[config.mk]
export PLATFORM = sky130hd
export DESIGN_NAME = ecc_ram_guard
export DESIGN_NICKNAME = d
export VERILOG_FILES = /design/src/rtl/ecc_pkg.sv /design/src/rtl/ecc_store.sv /design/src/rtl/ecc_dec.sv /design/src/rtl/ecc_ram_guard.sv
export SDC_FILE = /design/constraint.sdc
export NUM_CORES = 1
export LEC_CHECK = 0
export BUFFER_PORTS_ARGS = -buffer_cell sky130_fd_sc_hd__buf_4
export CAP_MARGIN = 20
export CORE_MARGIN = 8
export CORE_UTILIZATION = 50
export DETAILED_ROUTE_END_ITERATION = 12
export HOLD_SLACK_MARGIN = 0.1
export PLACE_DENSITY = 0.7
export SETUP_SLACK_MARGIN = 0.2
export SLEW_MARGIN = 20
export SYNTH_ARGS = -nofsm -noshare
export SYNTH_HDL_FRONTEND = slang
export SYNTH_SLANG_ARGS = --single-unit
[constraint.sdc]
create_clock -name clk -period 3.6 [get_ports clk]
set_clock_uncertainty 0.15 [all_clocks]
set_input_delay 1.08 -clock clk [delete_from_list [all_inputs] [get_ports clk]]
set_output_delay 1.08 -clock clk [all_outputs]
set_load 0.02 [all_outputs]
[src/rtl/ecc_pkg.sv]
package ecc_pkg;
    localparam int DW  = 32;
    localparam int HW  = 6;
    localparam int CW  = HW + 1;
    localparam int MAXPOS = DW + HW;

    // Codeword position of data bit idx: non-power-of-two slots 3,5,6,7,9...
    function automatic logic [HW-1:0] data_pos(input int idx);
        logic [HW-1:0] r;
        int cnt;
        r   = '0;
        cnt = 0;
        for (int p = 1; p <= MAXPOS; p++) begin
            if ((p & (p - 1)) != 0) begin
                if (cnt == idx) r = p[HW-1:0];
                cnt++;
            end
        end
        return r;
    endfunction

    function automatic logic [HW-1:0] ham_bits(input logic [DW-1:0] d);
        logic [HW-1:0] h;
        logic [HW-1:0] p;
        h = '0;
        for (int i = 0; i < DW; i++) begin
            p = data_pos(i);
            for (int k = 0; k < HW; k++) begin
                if (p[k]) h[k] = h[k] ^ d[i];
            end
        end
        return h;
    endfunction

    function automatic logic [CW-1:0] encode(input logic [DW-1:0] d);
        logic [HW-1:0] h;
        h = ham_bits(d);
        return {^{d, h}, h};
    endfunction
endpackage

[src/rtl/ecc_store.sv]
module ecc_store #(
    parameter int AW = 4,
    parameter int DW = 32,
    parameter int CW = 7
) (
    input  logic          clk,
    input  logic          wr_data_en,
    input  logic          wr_chk_en,
    input  logic          rd_en,
    input  logic [AW-1:0] addr,
    input  logic [DW-1:0] wdata,
    input  logic [CW-1:0] wchk,
    output logic [DW-1:0] rdata,
    output logic [CW-1:0] rchk
);
    localparam int DEPTH = 1 << AW;

    logic [DW-1:0] data_mem [DEPTH];
    logic [CW-1:0] chk_mem  [DEPTH];

    always_ff @(posedge clk) begin
        if (wr_data_en) data_mem[addr] <= wdata;
        if (wr_chk_en)  chk_mem[addr]  <= wchk;
        if (rd_en) begin
            rdata <= data_mem[addr];
            rchk  <= chk_mem[addr];
        end
    end
endmodule

[src/rtl/ecc_dec.sv]
module ecc_dec
    import ecc_pkg::*;
(
    input  logic          enable,
    input  logic [DW-1:0] raw_d,
    input  logic [CW-1:0] raw_c,
    output logic [DW-1:0] data_o,
    output logic          sec_o,
    output logic          ded_o
);
    logic [HW-1:0] syn;
    logic          ovp;
    logic          syn_pow2;
    logic [DW-1:0] fix_mask;
    logic          hit;

    always_comb begin
        syn      = ham_bits(raw_d) ^ raw_c[HW-1:0];
        ovp      = ^{raw_d, raw_c};
        syn_pow2 = ((syn & (syn - 1'b1)) == '0);
        fix_mask = '0;
        for (int i = 0; i < DW; i++) begin
            fix_mask[i] = (syn != '0) && (data_pos(i) == syn);
        end
        hit = |fix_mask;

        data_o = raw_d;
        sec_o  = 1'b0;
        ded_o  = 1'b0;
        if (enable) begin
            if (ovp && (syn_pow2 || hit)) begin
                sec_o  = 1'b1;
                data_o = raw_d ^ fix_mask;
            end else if (syn != '0) begin
                ded_o = 1'b1;
            end
        end
    end
endmodule

[src/rtl/ecc_ram_guard.sv]
module ecc_ram_guard
    import ecc_pkg::*;
#(
    parameter int AW = 4
) (
    input  logic          clk,
    input  logic          rst_n,
    input  logic          mem_req,
    input  logic          mem_we,
    input  logic          mem_chk_sel,
    input  logic [AW-1:0] mem_addr,
    input  logic [31:0]   mem_wdata,
    output logic [31:0]   mem_rdata,
    output logic          mem_rvalid,
    output logic          rd_sec,
    output logic          rd_ded,
    input  logic          reg_we,
    input  logic [1:0]    reg_addr,
    input  logic [31:0]   reg_wdata,
    output logic [31:0]   reg_rdata
);
    localparam logic [3:0] KEY_OFF   = 4'h5;
    localparam logic [3:0] KEY_RESET = 4'hA;
    localparam int         CBEN_BIT  = 8;

    typedef struct packed {
        logic [3:0]    key;
        logic          cben;
        logic          sec_f;
        logic          ded_f;
        logic [AW-1:0] eaddr;
        logic          rvalid;
        logic [AW-1:0] raddr;
        logic          rchk;
    } state_t;

    state_t st_q, st_d;

    logic          wr_norm, wr_dir, rd_en;
    logic [CW-1:0] wchk_mux;
    logic [DW-1:0] raw_d, dec_d;
    logic [CW-1:0] raw_c;
    logic          dec_sec, dec_ded, det_on;
    logic          clr_sec, clr_ded;

    assign wr_norm  = mem_req && mem_we && !mem_chk_sel;
    assign wr_dir   = mem_req && mem_we && mem_chk_sel && st_q.cben;
    assign rd_en    = mem_req && !mem_we;
    assign wchk_mux = wr_dir ? mem_wdata[CW-1:0] : encode(mem_wdata);
    assign det_on   = (st_q.key != KEY_OFF) && !st_q.rchk;

    ecc_store #(.AW(AW), .DW(DW), .CW(CW)) u_store (
        .clk        (clk),
        .wr_data_en (wr_norm),
        .wr_chk_en  (wr_norm || wr_dir),
        .rd_en      (rd_en),
        .addr       (mem_addr),
        .wdata      (mem_wdata),
        .wchk       (wchk_mux),
        .rdata      (raw_d),
        .rchk       (raw_c)
    );

    ecc_dec u_dec (
        .enable (det_on),
        .raw_d  (raw_d),
        .raw_c  (raw_c),
        .data_o (dec_d),
        .sec_o  (dec_sec),
        .ded_o  (dec_ded)
    );

    always_comb begin
        mem_rvalid = st_q.rvalid;
        mem_rdata  = st_q.rchk ? {{(32-CW){1'b0}}, raw_c} : dec_d;
        rd_sec     = st_q.rvalid && dec_sec;
        rd_ded     = st_q.rvalid && dec_ded;
        case (reg_addr)
            2'd0:    reg_rdata = {23'b0, st_q.cben, 4'b0, st_q.key};
            2'd1:    reg_rdata = {30'b0, st_q.ded_f, st_q.sec_f};
            2'd2:    reg_rdata = {{(32-AW){1'b0}}, st_q.eaddr};
            default: reg_rdata = '0;
        endcase
    end

    assign clr_sec = reg_we && (reg_addr == 2'd1) && reg_wdata[0];
    assign clr_ded = reg_we && (reg_addr == 2'd1) && reg_wdata[1];

    always_comb begin
        st_d        = st_q;
        st_d.rvalid = rd_en;
        if (rd_en) begin
            st_d.raddr = mem_addr;
            st_d.rchk  = mem_chk_sel;
        end
        if (reg_we && reg_addr == 2'd0) begin
            st_d.key  = reg_wdata[3:0];
            st_d.cben = reg_wdata[CBEN_BIT];
        end
        if (clr_sec) st_d.sec_f = 1'b0;
        if (clr_ded) st_d.ded_f = 1'b0;
        if (rd_sec || rd_ded) begin
            if (!(st_q.sec_f || st_q.ded_f)) st_d.eaddr = st_q.raddr;
            if (rd_sec) st_d.sec_f = 1'b1;
            if (rd_ded) st_d.ded_f = 1'b1;
        end
    end

    always_ff @(posedge clk or negedge rst_n) begin
        if (!rst_n) begin
            st_q        <= '0;
            st_q.key    <= KEY_RESET;
        end else begin
            st_q <= st_d;
        end
    end

    // a read request is answered on the next cycle
    a_r1_read_answer: assert property (@(posedge clk) disable iff (!rst_n)
        (mem_req && !mem_we) |=> mem_rvalid);

    // corrected and uncorrectable never reported together
    a_r4_flag_excl: assert property (@(posedge clk) disable iff (!rst_n)
        mem_rvalid |-> !(rd_sec && rd_ded));

    // detection key off keeps error outputs quiet
    a_r5_off_quiet: assert property (@(posedge clk) disable iff (!rst_n)
        (mem_rvalid && st_q.key == KEY_OFF) |-> (!rd_sec && !rd_ded));

    // corrected flag stays set unless a clear is written
    a_r9_sec_sticky: assert property (@(posedge clk) disable iff (!rst_n)
        (st_q.sec_f && !clr_sec) |=> st_q.sec_f);

    // captured address holds while any flag is set
    a_r10_addr_hold: assert property (@(posedge clk) disable iff (!rst_n)
        (st_q.sec_f || st_q.ded_f) |=> $stable(st_q.eaddr));
endmodule

# Word level (Yosys, flattened, before mapping)
# Memories as Yosys holds them, arrays and structs flattened. A register that Yosys moved wholly into a read port is not among the register bits.
# Cells that the tools add are included.
# word_totals
register_bits	17
ramBits	624
in_bits	76
out_inout_bits	67
wordCells	297
mem_count	2
# memory_table
memory	words	word_bits	read_ports	rd_clocked_by_memory_dff	write_ports	line_no	text
u_store.data_mem	16	32	1	1	1	ecc_store.sv:18	logic [DW-1:0] data_mem [DEPTH];
u_store.chk_mem	16	7	1	1	1	ecc_store.sv:19	logic [CW-1:0] chk_mem [DEPTH];
# classes
n_addsub	1
eq_ne	35
n_mux	20
bitwise_logic	172
reduce_logical	59
# op_table
operator	count
$xor A1 B1 Y1	168
$mux W32	3
$eq A5 B6 Y1 const A	15
$logic_and A1 B1 Y1	45
$eq A4 B6 Y1 const A	7
$reduce_xor A39 Y1	1
$reduce_xor A38 Y1	1
$eq A6 B6 Y1 const A	6
$reduce_or A32 Y1	1
$xor A32 B32 Y32	1
$pmux W9 S3	1
$eq A3 B6 Y1 const A	3
$mux W1	13
$mux W7	1
$and A6 B6 Y6	1
$eq A2 B6 Y1 const A	1
$logic_not A6 Y1	1
$mux W6	1
$reduce_bool A6 Y1	1
$sub A6 B1 Y6 const B	1
$xor A6 B6 Y6	1
$logic_or A1 B1 Y1	4
$mux W4	1
$ne A4 B3 Y1 const B	1
6 further kinds	8

# Logic depth before layout (Yosys ltp)
# Gate-level depths: netlist of the first run.
# depth
depth_word	28
ltp_mapped	8
ltp_nobuf	7

# Hierarchy
# From an unflattened synthesis of the first run, not the netlist that was laid out.
# unflattened
cells_unflattened	1404
area_unflattened_um2	28098.2
# modules_own_cells
mod	instances	cells_each	area_each_um2	seq_area_each_um2
ecc_store	1	1040	24663.7	19909.1
ecc_ram_guard	1	199	1933.1	427.9
ecc_dec	1	165	1501.4	0.0

# Least setup slack after synthesis of the first run
# No wires, ideal clock.
# synth_path
path_type	register to output
from	register u_store.rdata[21], read port of u_store.data_mem
to	output port mem_rdata[26]
arrival_ps	3083
required_ps	2370
setup_slack_ps	-713
path_stages_with_launch	8
n_path_buf	1
cell_sequence	edfxtp_1 xor3_2 xnor3_1 xnor3_1 xnor3_2 nand4_1 clkbuf_1 o41ai_1
# synth_via
elab_chain_len	15
word_cells_on_any_way	99
cone_classes	1 x add/sub; 32 x eq/ne; 3 x mux; 25 x bitwise; 38 x reduce/logical
# synth_rtl
item	line_no	text
from (decl)	ecc_store.sv:13	output logic [DW-1:0] rdata,
$xor A1 B1 Y1 (6 in series)	ecc_pkg.sv:29	if (p[k]) h[k] = h[k] ^ d[i];
$xor A6 B6 Y6	ecc_dec.sv:18	syn = ham_bits(raw_d) ^ raw_c[HW-1:0];
$sub A6 B1 Y6 (tied with other cells)	ecc_dec.sv:20	syn_pow2 = ((syn & (syn - 1'b1)) == '0);
$and A6 B6 Y6 / $logic_and A1 B1 Y1 (equally long branches)	ecc_dec.sv:20, ecc_dec.sv:23	
$logic_not A6 Y1 / $reduce_or A32 Y1 (equally long branches)	ecc_dec.sv:20, ecc_dec.sv:25	
$logic_or A1 B1 Y1	ecc_dec.sv:31	if (ovp && (syn_pow2 || hit)) begin
$logic_and A1 B1 Y1	ecc_dec.sv:31	
$mux W32 (*)	ecc_dec.sv:31	
$mux W32 (*)	ecc_dec.sv:30	if (enable) begin
$mux W32 (*)	ecc_ram_guard.sv:75	mem_rdata = st_q.rchk ? {{(32-CW){1'b0}}, raw_c} : dec_d;
to (decl)	ecc_ram_guard.sv:13	output logic [31:0] mem_rdata,
# Every way passes the cells marked *; elsewhere a longest branch is shown, timed or not.

# Worst setup path after layout of the first run
# layout_path
from	register u_store.rdata[11], read port of u_store.data_mem
to	output port mem_rdata[20]
# layout_via
elab_chain_len	23
word_cells_on_any_way	102
cone_classes	1 x add/sub; 32 x eq/ne; 3 x mux; 28 x bitwise; 38 x reduce/logical
# layout_rtl
item	line_no
$xor A1 B1 Y1 (14 in series)	ecc_pkg.sv:29
$xor A6 B6 Y6	ecc_dec.sv:18
$sub A6 B1 Y6 (tied with other cells)	ecc_dec.sv:20
$and A6 B6 Y6 / $logic_and A1 B1 Y1 (equally long branches)	ecc_dec.sv:20, ecc_dec.sv:23
$logic_not A6 Y1 / $reduce_or A32 Y1 (equally long branches)	ecc_dec.sv:20, ecc_dec.sv:25
$logic_or A1 B1 Y1	ecc_dec.sv:31
$logic_and A1 B1 Y1	ecc_dec.sv:31
$mux W32 (*)	ecc_dec.sv:31
$mux W32 (*)	ecc_dec.sv:30
$mux W32 (*)	ecc_ram_guard.sv:75
# Marks and branches as above.

==> results of run 1 <==
## path summary, 6_finish.rpt
| path | start | to | slack (ns) | cells after the start |
|---|---|---|---|---|
| worst min register to register | st_q[2]$_DFFE_PN0P_ | st_q[7]$_DFFE_PN0P_ | 0.34 | 1 |
| min in group clk | st_q[2]$_DFFE_PN0P_ | st_q[7]$_DFFE_PN0P_ | 0.34 | 1 |
| max in group asynchronous | rst_n | st_q[16]$_DFFE_PN1P_ | 2.87 | 1 |
| worst min-delay path | rst_n | st_q[3]$_DFFE_PN0P_ | 0.18 | 1 |
| worst max-delay path | u_store.rdata[11]$_DFFE_PP_ | mem_rdata[20] | -1.21 | 11 |
| worst max register to register | u_store.rdata[20]$_DFFE_PP_ | st_q[6]$_DFFE_PN0P_ | 0.29 | 9 |
## per-stage QoR
| stage | setup TNS [ns] | instances | utilization (%) | setup slack [ns] | hold slack (ns) |
|---|---|---|---|---|---|
| floorplan | -24.33 | 1337 | - | -0.268 | 0.318 |
| global placement | -24.33 | 2313 | 58.2 | -0.661 | 0.336 |
| global route | -42.53 | 2461 | 63.2 | -1.37 | 0.176 |
| CTS | -37.76 | 2446 | 62.6 | -1.20 | 0.155 |
| finish | -38.33 | 2461 | 63.2 | -1.21 | 0.181 |
| detailed placement | -29.27 | 2313 | 58.2 | -0.725 | 0.341 |
## layout make-up
cell class                 instances  area [um2]
antenna                            1        2.50
clock buffer                      86        1770
clock inverter                    33         284
fill                            3718       20300
inverter                           3        11.3
multi-input combinational        564        8360
sequential                       680       20300
tap                              748         936
timing repair buffer             346        3110
## per-layer routing
metal | vias up | wire length, um | part of all wire [%]
met2 | 622 | 33800 | 50
met1 | 7595 | 27000 | 40
li1 | 6091 | - | -
met3 | 75 | 5080 | 7.6
met4 | 2 | 1160 | 1.7
met5 | - | 13 | 0.019
## repair_timing
item | 4_1_cts | 5_1_grt
buffers inserted | 14 | 13
pin swaps | 15 | 14
endpoints found under the setup margin | 34 | 38
gates resized for setup | 65 | 30
cloned | 0 | 1
## kinds of logic (layout without fill, tap and decap cells)
family / after synthesis / after routing / synth area share, %
AOI/OAI and AO/OA: 78 / 78 / 1.83
buffers and inverters: 93 / 468 / 1.61
xor gates and xnor gates: 121 / 121 / 4.91
muxes: 214 / 214 / 16.5
DFF: 680 / 680 / 72.9
and+or+nand+nor: 124 / 124 / 2.19
other: 1 / 28 / 0.0134
## state kept, by name, indices dropped and copies added (netlist names)
signal	cells
mem_rvalid	1
st_q	16
u_store.chk_mem	112
u_store.data_mem	512
u_store.rchk	7
u_store.rdata	32
## power by group
part / switching (mW) / internal [mW]
Sequential: 0.0758 / 9.25
Clock: 2.93 / 3.67
Combinational: 2.30 / 1.89
## synth_stat cells, types with 7 or more instances
| cell type | instances |
|---|---|
| or3_1 | 18 |
| o41ai_1 | 8 |
| xor2_1 | 20 |
| a21oi_1 | 22 |
| mux2_2 | 11 |
| nand2b_1 | 7 |
| buf_1 | 12 |
| nand2_1 | 22 |
| o21ai_0 | 21 |
| xnor2_1 | 78 |
| clkbuf_1 | 51 |
| edfxtp_1 | 663 |
| o311ai_0 | 9 |
| mux4_2 | 195 |
| xnor3_1 | 17 |
| nor2_1 | 48 |
| buf_4 | 27 |
| dfrtp_1 | 15 |
==> results.json, run 1 <==
{
  "met3_usage_pct": 3.40,
  "route.detailed.drc": 0,
  "grt.total_usage_pct": 21.1,
  "finalInstanceArea_mm2": 0.0348,
  "worst-path-buf-inv": 4,
  "cp_data_required_time_ns": 2.37,
  "p_total_mw": 20.1,
  "placed_area_mm2": 0.0320,
  "rows": 86,
  "coreArea_mm2": 0.0551,
  "critPathSlowestCell": "xnor3_2",
  "vdd_ir_drop_max_mv": 0.491,
  "postRouteAntennaNets": 0,
  "power_density_mw_per_mm2": 578,
  "final_common_cell": "edfxtp_1",
  "synth.distinct_cells": 51,
  "drt_iter0_markers": 1360,
  "ys.flop_type": "edfxtp_1",
  "grt_use_met2_pct": 35.5,
  "drt-total-wl_mm": 67.1,
  "cp_top_family": "XOR/XNOR gates",
  "initial_utilization_pct": 50.6,
  "fin_crit_sh_pct": 134,
  "final-setup-viol-count": 34,
  "wl_per_cell_um": 27.2,
  "grt_max_degree": 42,
  "cp_max_fo": 8,
  "vias_per_cell": 5.85,
  "syn_to_final_growth_pct": 24.8,
  "final_max_slew_viol_count": 0,
  "status": "complete, but fails checks",
  "dr.pass1.iters": 7,
  "dpl.hpwl_mm": 41.9,
  "grt_pass1_vias": 15100,
  "violations": "setup timing",
  "fmax_mhz": 208,
  "root_buffer": "clkbuf_16",
  "setup_ws_ns": -1.21,
  "synth_top_area_share_pct": 71.4,
  "ys_seq_elements": 680,
  "grt_setup_unrepaired": "true",
  "io_pins": 143,
  "met1_usage_pct": 28.6,
  "hold_buffers": 0,
  "synth_edf_count": 663,
  "mostFrequentLayoutCells": "edfxtp_1 (663), buf_4 (279), mux4_2 (195), clkbuf_16 (69), xnor2_1 (61)",
  "cts.sinks": 680,
  "cts_tree": "built",
  "leakagePower_nw": 11.7,
  "hold_viol_final": 0,
  "synthCells": 1311,
  "tightest_slew_ns": 0.826,
  "cts.htree.levels": 3,
  "die_area_mm2": 0.0636,
  "path_clk_slew_ns": 0.06,
  "critical_path_class": "reg -> out",
  "final_net_count": 1739,
  "clock_latency_ns": 0.62,
  "worstHoldPathType": "in -> async",
  "antenna_found_initial": 6,
  "numCtsBuffers": 68,
  "worstPathCellList": "buf_4, xnor2_1, xnor2_1, xnor3_1, xnor3_2, buf_6, nand4_1, buf_6, or3_4, a21oi_4, buf_6",
  "avgSynthCellArea_um2": 21.3,
  "critical_path_arrival_ns": 3.58,
  "synth_top_cell_by_area": "edfxtp_1",
  "start_kind": "flop",
  "port_buffers": 88,
  "die_h_um": 252,
  "gp_congestion": 0.867,
  "layout-drive-gt1-share_pct": 45.4,
  "synth_area_leaders": "edfxtp_1 (71%), mux4_2 (16%), xnor2_1 (2.4%), xnor3_1 (1.4%), dfrtp_1 (1.3%)",
  "grt-ovfl-total": 0,
  "clock_path_buffers": 3,
  "synth.yosys.warnings": 0,
  "syn_area_mm2": 0.0279,
  "ys_seq_area_share_pct": 72.9,
  "relSlewSlack_pct": 44.1,
  "vias": 14400,
  "grt_most_used_layer": "met2",
  "cpMostUsedCell": "buf_6",
  "slowest_delay_ns": 0.48,
  "end_kind": "output pin",
  "die_w_um": 252,
  "grt_pass1_wl_mm": 98.8,
  "fin_crit_ns": 4.81,
  "synthArstFlopShare_pct": 2.50,
  "maxCapViolations": 0
}
Note: power is estimated with default switching activity, not from simulation.
==> inputs of run 2 (changes only) <==
- PLACE_DENSITY: 0.7 -> 0.73
- SLEW_MARGIN: 20 -> 25
==> results.json, run 2 (same netlist as run 1, synthesis figures left out) <==
{
  "status": "complete, but fails checks",
  "violations": "setup timing",
  "die_w_um": 252,
  "grt-ovfl-total": 0,
  "power_density_mw_per_mm2": 585,
  "tightest_slew_ns": 0.857,
  "grt_pass1_vias": 15300,
  "io_pins": 143,
  "vdd_ir_drop_max_mv": 0.458,
  "coreArea_mm2": 0.0551,
  "cts_tree": "built",
  "cts.sinks": 680,
  "startpoint": "u_store.rchk[4]$_DFFE_PP_",
  "root_buffer": "clkbuf_16",
  "holdWs_ns": 0.191,
  "setup_ws_ns": -1.17,
  "grt_max_degree": 47,
  "drt-total-wl_mm": 67.4,
  "maxCapViolations": 0,
  "multiInputGateArea_mm2": 0.00823,
  "grt_pass1_wl_mm": 98.6,
  "route.detailed.drc": 0,
  "numCtsBuffers": 68,
  "final-setup-viol-count": 34,
  "placed_area_mm2": 0.0322,
  "die_h_um": 252,
  "reg_top3": "u_store.data_mem (512), u_store.chk_mem (112), u_store.rdata (32)",
  "end_kind": "output pin",
  "gp_congestion": 0.845,
  "rr_startpoint": "u_store.rdata[21]$_DFFE_PP_",
  "cp_data_required_time_ns": 2.37,
  "vias": 14500,
  "worstHoldPathType": "in -> async",
  "clock_path_buffers": 3,
  "largest_reg_flops": 512,
  "critical_path_arrival_ns": 3.54,
  "grt_setup_unrepaired": "true",
  "critical_path_class": "reg -> out",
  "die_area_mm2": 0.0636,
  "postRouteAntennaNets": 0,
  "cts.htree.levels": 3,
  "fin_crit_ns": 4.77,
  "seq_area_mm2": 0.0203,
  "drt_iter0_markers": 1260,
  "port_buffers": 88,
  "mostFrequentLayoutCells": "edfxtp_1 (663), buf_4 (294), mux4_2 (195), clkbuf_16 (73), xnor2_1 (68)",
  "num-fill-cells": 3641,
  "dpl.hpwl_mm": 42.2,
  "cp_max_fo": 7,
  "leakagePower_nw": 11.8,
  "fmax_mhz": 209,
  "syn_to_final_growth_pct": 24.9,
  "relSlewSlack_pct": 42.1,
  "initial_utilization_pct": 50.6,
  "final_net_count": 1750,
  "dr.pass1.iters": 5,
  "hold_viol_final": 0,
  "rows": 86,
  "fin_crit_sh_pct": 133,
  "finalInstanceArea_mm2": 0.0348,
  "final_max_slew_viol_count": 0,
  "path_clk_slew_ns": 0.06,
  "vias_per_cell": 5.85,
  "clock_latency_ns": 0.61,
  "layout-drive-gt1-share_pct": 45.1,
  "antenna_found_initial": 5,
  "start_kind": "flop",
  "wl_per_cell_um": 27.2,
  "final_common_cell": "edfxtp_1",
  "regMostFlops": "u_store.data_mem",
  "grt.total_usage_pct": 21.1
}
## run 2: changes by cell type in the layout (fill, tap and decap cells not counted), moves of 4 or more
cell,change
buf_12,-4
buf_4,+15
xnor2_2,-5
clkbuf_16,+4
xnor2_1,+7
clkinv_1,+7
## run 2: cell type report
class	instances	share of cell area, %
multi-input combinational	564	23.6
clock buffer	90	5.48
tap	748	2.69
inverter	3	0.0323
timing repair buffer	357	8.99
clock inverter	33	0.794
sequential	680	58.4
antenna	2	0.0144
## run 2: path summary, 6_finish.rpt
check | slack, ns | to | cells past startpoint
max reg2reg | 0.34 | st_q[7]$_DFFE_PN0P_ | 9
min | 0.19 | st_q[6]$_DFFE_PN0P_ | 1
min in group clk | 0.35 | st_q[6]$_DFFE_PN0P_ | 1
max in group asynchronous | 2.85 | st_q[14]$_DFFE_PN1P_ | 1
max | -1.17 | mem_rdata[27] | 10
min reg2reg | 0.35 | st_q[6]$_DFFE_PN0P_ | 1
## run 2: metal layers
metal	global-route usage [%]	share of wire, %	wire length [um]
met3	4.33	7.5	5090
met1	26.6	39	26000
met5	0	0	0
met2	36.3	51	34400
met4	7.69	2.9	1930
## run 2: power breakdown
part | total (mW) | switching (mW) | internal [mW]
combinational | 4.13 | 2.31 | 1.82
sequential | 9.33 | 0.0768 | 9.25
clock | 6.91 | 2.88 | 4.03
## run 2: repair_timing
action,CTS,global route
hold endpoints to repair,0,0
resized for setup,42,35
setup endpoints to repair,34,38
pin swaps,12,17
hold buffers,0,0
setup buffers,3,14
## run 2: critical path, cell delays in order, from the launching register on
cell and delay [ns]:
edfxtp_1 0.49, xnor2_1 0.20, xnor3_2 0.48, xnor3_1 0.38, xnor3_2 0.34, nand4_1 0.13
buf_6 0.17, buf_12 0.13, o311ai_4 0.32, o41ai_4 0.13, buf_4 0.17
## run 2: through the flow
step                      setup TNS [ns]  setup slack (ns)  instances  utilization, %  total power [mW]
after floorplan                   -24.33            -0.268       1337               -              11.6
after global placement            -21.61            -0.710       2335            58.4              13.1
after detailed placement          -23.74            -0.744       2335            58.4              13.2
after CTS                         -39.17             -1.22       2461            62.7              20.2
after global routing              -40.64             -1.27       2476            63.2              21.0
final                             -37.07             -1.17       2477            63.2              20.4
==> inputs of run 3 (changes only) <==
- ABC_AREA: default -> 1
- GPL_ROUTABILITY_DRIVEN: default -> 0
==> results.json, run 3 <==
{
  "status": "complete, but fails checks",
  "violations": "setup timing",
  "end_kind": "output pin",
  "met3_usage_pct": 4.18,
  "synth_top_area_share_pct": 68.1,
  "grt_most_used_layer": "met2",
  "clock_path_buffers": 3,
  "fin_crit_sh_pct": 145,
  "grt_use_met2_pct": 38.3,
  "fin_crit_ns": 5.22,
  "synth_top_cell_by_area": "edfxtp_1",
  "cts.sinks": 680,
  "port_buffers": 88,
  "synth_xor_area_share_pct": 3.26,
  "ys.flop_type": "edfxtp_1",
  "grt_pass1_vias": 20500,
  "final_max_slew_viol_count": 0,
  "io_pins": 143,
  "cts_tree": "built",
  "final_net_count": 2769,
  "setup_ws_ns": -1.62,
  "ys_seq_area_share_pct": 69.5,
  "rows": 88,
  "maxCapViolations": 0,
  "fmax_mhz": 192,
  "vdd_ir_drop_max_mv": 0.513,
  "grt.total_usage_pct": 23.3,
  "synth.most_common_cell": "edfxtp_1",
  "synth.yosys.warnings": 0,
  "num-fill-cells": 4086,
  "synth_edf_count": 663,
  "root_buffer": "clkbuf_16",
  "layout-drive-gt1-share_pct": 29.5,
  "wl_per_cell_um": 23.8,
  "syn_to_final_growth_pct": 25.0,
  "die_w_um": 258,
  "syn_area_mm2": 0.0292,
  "synth_area_leaders": "edfxtp_1 (68%), nand3_1 (6.8%), nand2_1 (4.4%), a22oi_1 (4.0%), a31oi_1 (3.3%)",
  "hold_viol_final": 0,
  "grt_setup_unrepaired": "true",
  "synth-simple-area-share_pct": 15.2,
  "synth_top_family_by_area": "simple AND/OR/NAND/NOR gates",
  "vias_per_cell": 6.10,
  "drt_iter0_markers": 2410,
  "grt-ovfl-total": 0,
  "synthArstFlopShare_pct": 2.50,
  "final-setup-viol-count": 34,
  "final_core_util_pct": 63.2,
  "antenna_found_initial": 5,
  "path_clk_slew_ns": 0.06,
  "mostFrequentLayoutCells": "edfxtp_1 (663), nand3_1 (359), buf_4 (332), nand2_1 (249)",
  "cp_max_fo": 7,
  "power_density_mw_per_mm2": 548,
  "dpl.hpwl_mm": 48.9,
  "cts.htree.levels": 2,
  "route.detailed.drc": 0,
  "yosys-mux-area-fraction_pct": 0.0385,
  "synth.distinct_cells": 41,
  "die_h_um": 258,
  "grt_max_degree": 86,
  "worstHoldPathType": "in -> async",
  "clock_latency_ns": 0.64,
  "postRouteAntennaNets": 0,
  "avgSynthCellArea_um2": 12.4,
  "cp_data_required_time_ns": 2.37,
  "grt_pass1_wl_mm": 120,
  "synthAdderAreaFrac_pct": 0,
  "largest_reg_flops": 512,
  "die_area_mm2": 0.0665,
  "critical_path_arrival_ns": 3.99,
  "ys_seq_elements": 680,
  "multiInputGateArea_mm2": 0.00918,
  "critical_path_class": "reg -> out",
  "dr.pass1.iters": 6,
  "drt-total-wl_mm": 83.5,
  "seq_area_mm2": 0.0203,
  "p_total_mw": 20.0,
  "synth_compound_area_share_pct": 8.15,
  "initial_utilization_pct": 50.6,
  "vias": 21400,
  "reg_top3": "u_store.data_mem (512), u_store.chk_mem (112), u_store.rdata (32)",
  "coreArea_mm2": 0.0578,
  "start_kind": "flop",
  "final_common_cell": "edfxtp_1",
  "relSlewSlack_pct": 46.8,
  "tightest_slew_ns": 0.797,
  "regMostFlops": "u_store.data_mem",
  "numCtsBuffers": 61,
  "ys_top_cells_by_count": "edfxtp_1 (663), nand3_1 (395), nand2_1 (342), a22oi_1 (156), a31oi_1 (156)",
  "synthCells": 2358,
  "met1_usage_pct": 29.9,
  "leakagePower_nw": 13.0
}
-- run 3: critical path: stages, from the launching register on --
cell and delay (ns):
edfxtp_1 0.53, inv_2 0.19, nand2_2 0.08, nand2_2 0.10, inv_2 0.04, nand3_2 0.09
nand2_2 0.09, nand2_2 0.09, inv_2 0.05, nor2_2 0.09, nand2_2 0.09, buf_4 0.15
nand3_4 0.12, nor2_1 0.07, nand2_2 0.10, nand2_1 0.08, nor2_1 0.16, nand2_1 0.13
nor2_4 0.14, nand3_4 0.12, nand3_4 0.20, clkbuf_16 0.21, nor2_1 0.06, nand2_1 0.08
nand2_2 0.08, nor2_4 0.08, buf_6 0.12
-- run 3: final cells by class --
type / count / area share (%)
timing repair buffer: 414 / 10.2
multi-input combinational: 1439 / 25.1
antenna: 1 / 0.00685
clock buffer: 72 / 4.35
clock inverter: 41 / 1.04
tap: 765 / 2.62
sequential: 680 / 55.7
inverter: 97 / 1.04
-- run 3: logic make-up after synthesis --
group | count (synthesis)
flops | 680
buf+inv | 265
xor+xnor | 108
mux | 1
simple gates | 947
other cells | 1
compound gates | 356
-- run 3: path summary, 6_finish.rpt --
path | startpoint | endpoint | slack [ns] | cells after the start
worst min-delay path | rst_n | st_q[15]$_DFFE_PN0P_ | 0.15 | 1
worst min register to register | st_q[2]$_DFFE_PN0P_ | st_q[2]$_DFFE_PN0P_ | 0.33 | 2
worst max register to register | u_store.rdata[17]$_DFFE_PP_ | st_q[9]$_DFFE_PN0P_ | 0.13 | 28
max in group asynchronous | rst_n | st_q[14]$_DFFE_PN1P_ | 2.90 | 1
min in group clk | st_q[2]$_DFFE_PN0P_ | st_q[2]$_DFFE_PN0P_ | 0.33 | 2
worst max-delay path | u_store.rdata[17]$_DFFE_PP_ | mem_rdata[8] | -1.62 | 26
-- run 3: per-layer routing --
metal	vias to the layer above	routed length, um
met5	-	27
met4	4	4190
met3	273	8100
met2	1245	40200
met1	10400	30900
li1	9463	-
-- run 3: report_power, final --
group | total, mW | internal (mW) | switching [mW]
registers | 9.30 | 9.22 | 0.0820
logic | 4.35 | 1.68 | 2.67
clock network | 6.37 | 3.58 | 2.79
-- run 3: timing repair --
| item | in CTS | in global routing |
|---|---|---|
| cloned | 0 | 6 |
| buffers inserted | 23 | 26 |
| endpoints found under the setup margin | 34 | 54 |
| resized for setup | 97 | 167 |
| hold buffers | 0 | 0 |
| pin swaps | 15 | 78 |
-- run 3: through the flow --
stage | hold WS (ns) | cells | TNS (ns) | setup slack (ns) | instance area, um2
6_report | 0.147 | 3509 | -52.23 | -1.62 | 36500
5_1_grt | 0.143 | 3508 | -56.61 | -1.80 | 36500
4_1_cts | 0.133 | 3476 | -42.01 | -1.29 | 35600
3_5_place_dp | 0.320 | 3340 | -30.52 | -0.800 | 33100
3_3_place_gp | 0.312 | 3340 | -27.92 | -0.781 | 33100
2_1_floorplan | 0.293 | 2384 | -6.34 | -0.218 | 29800
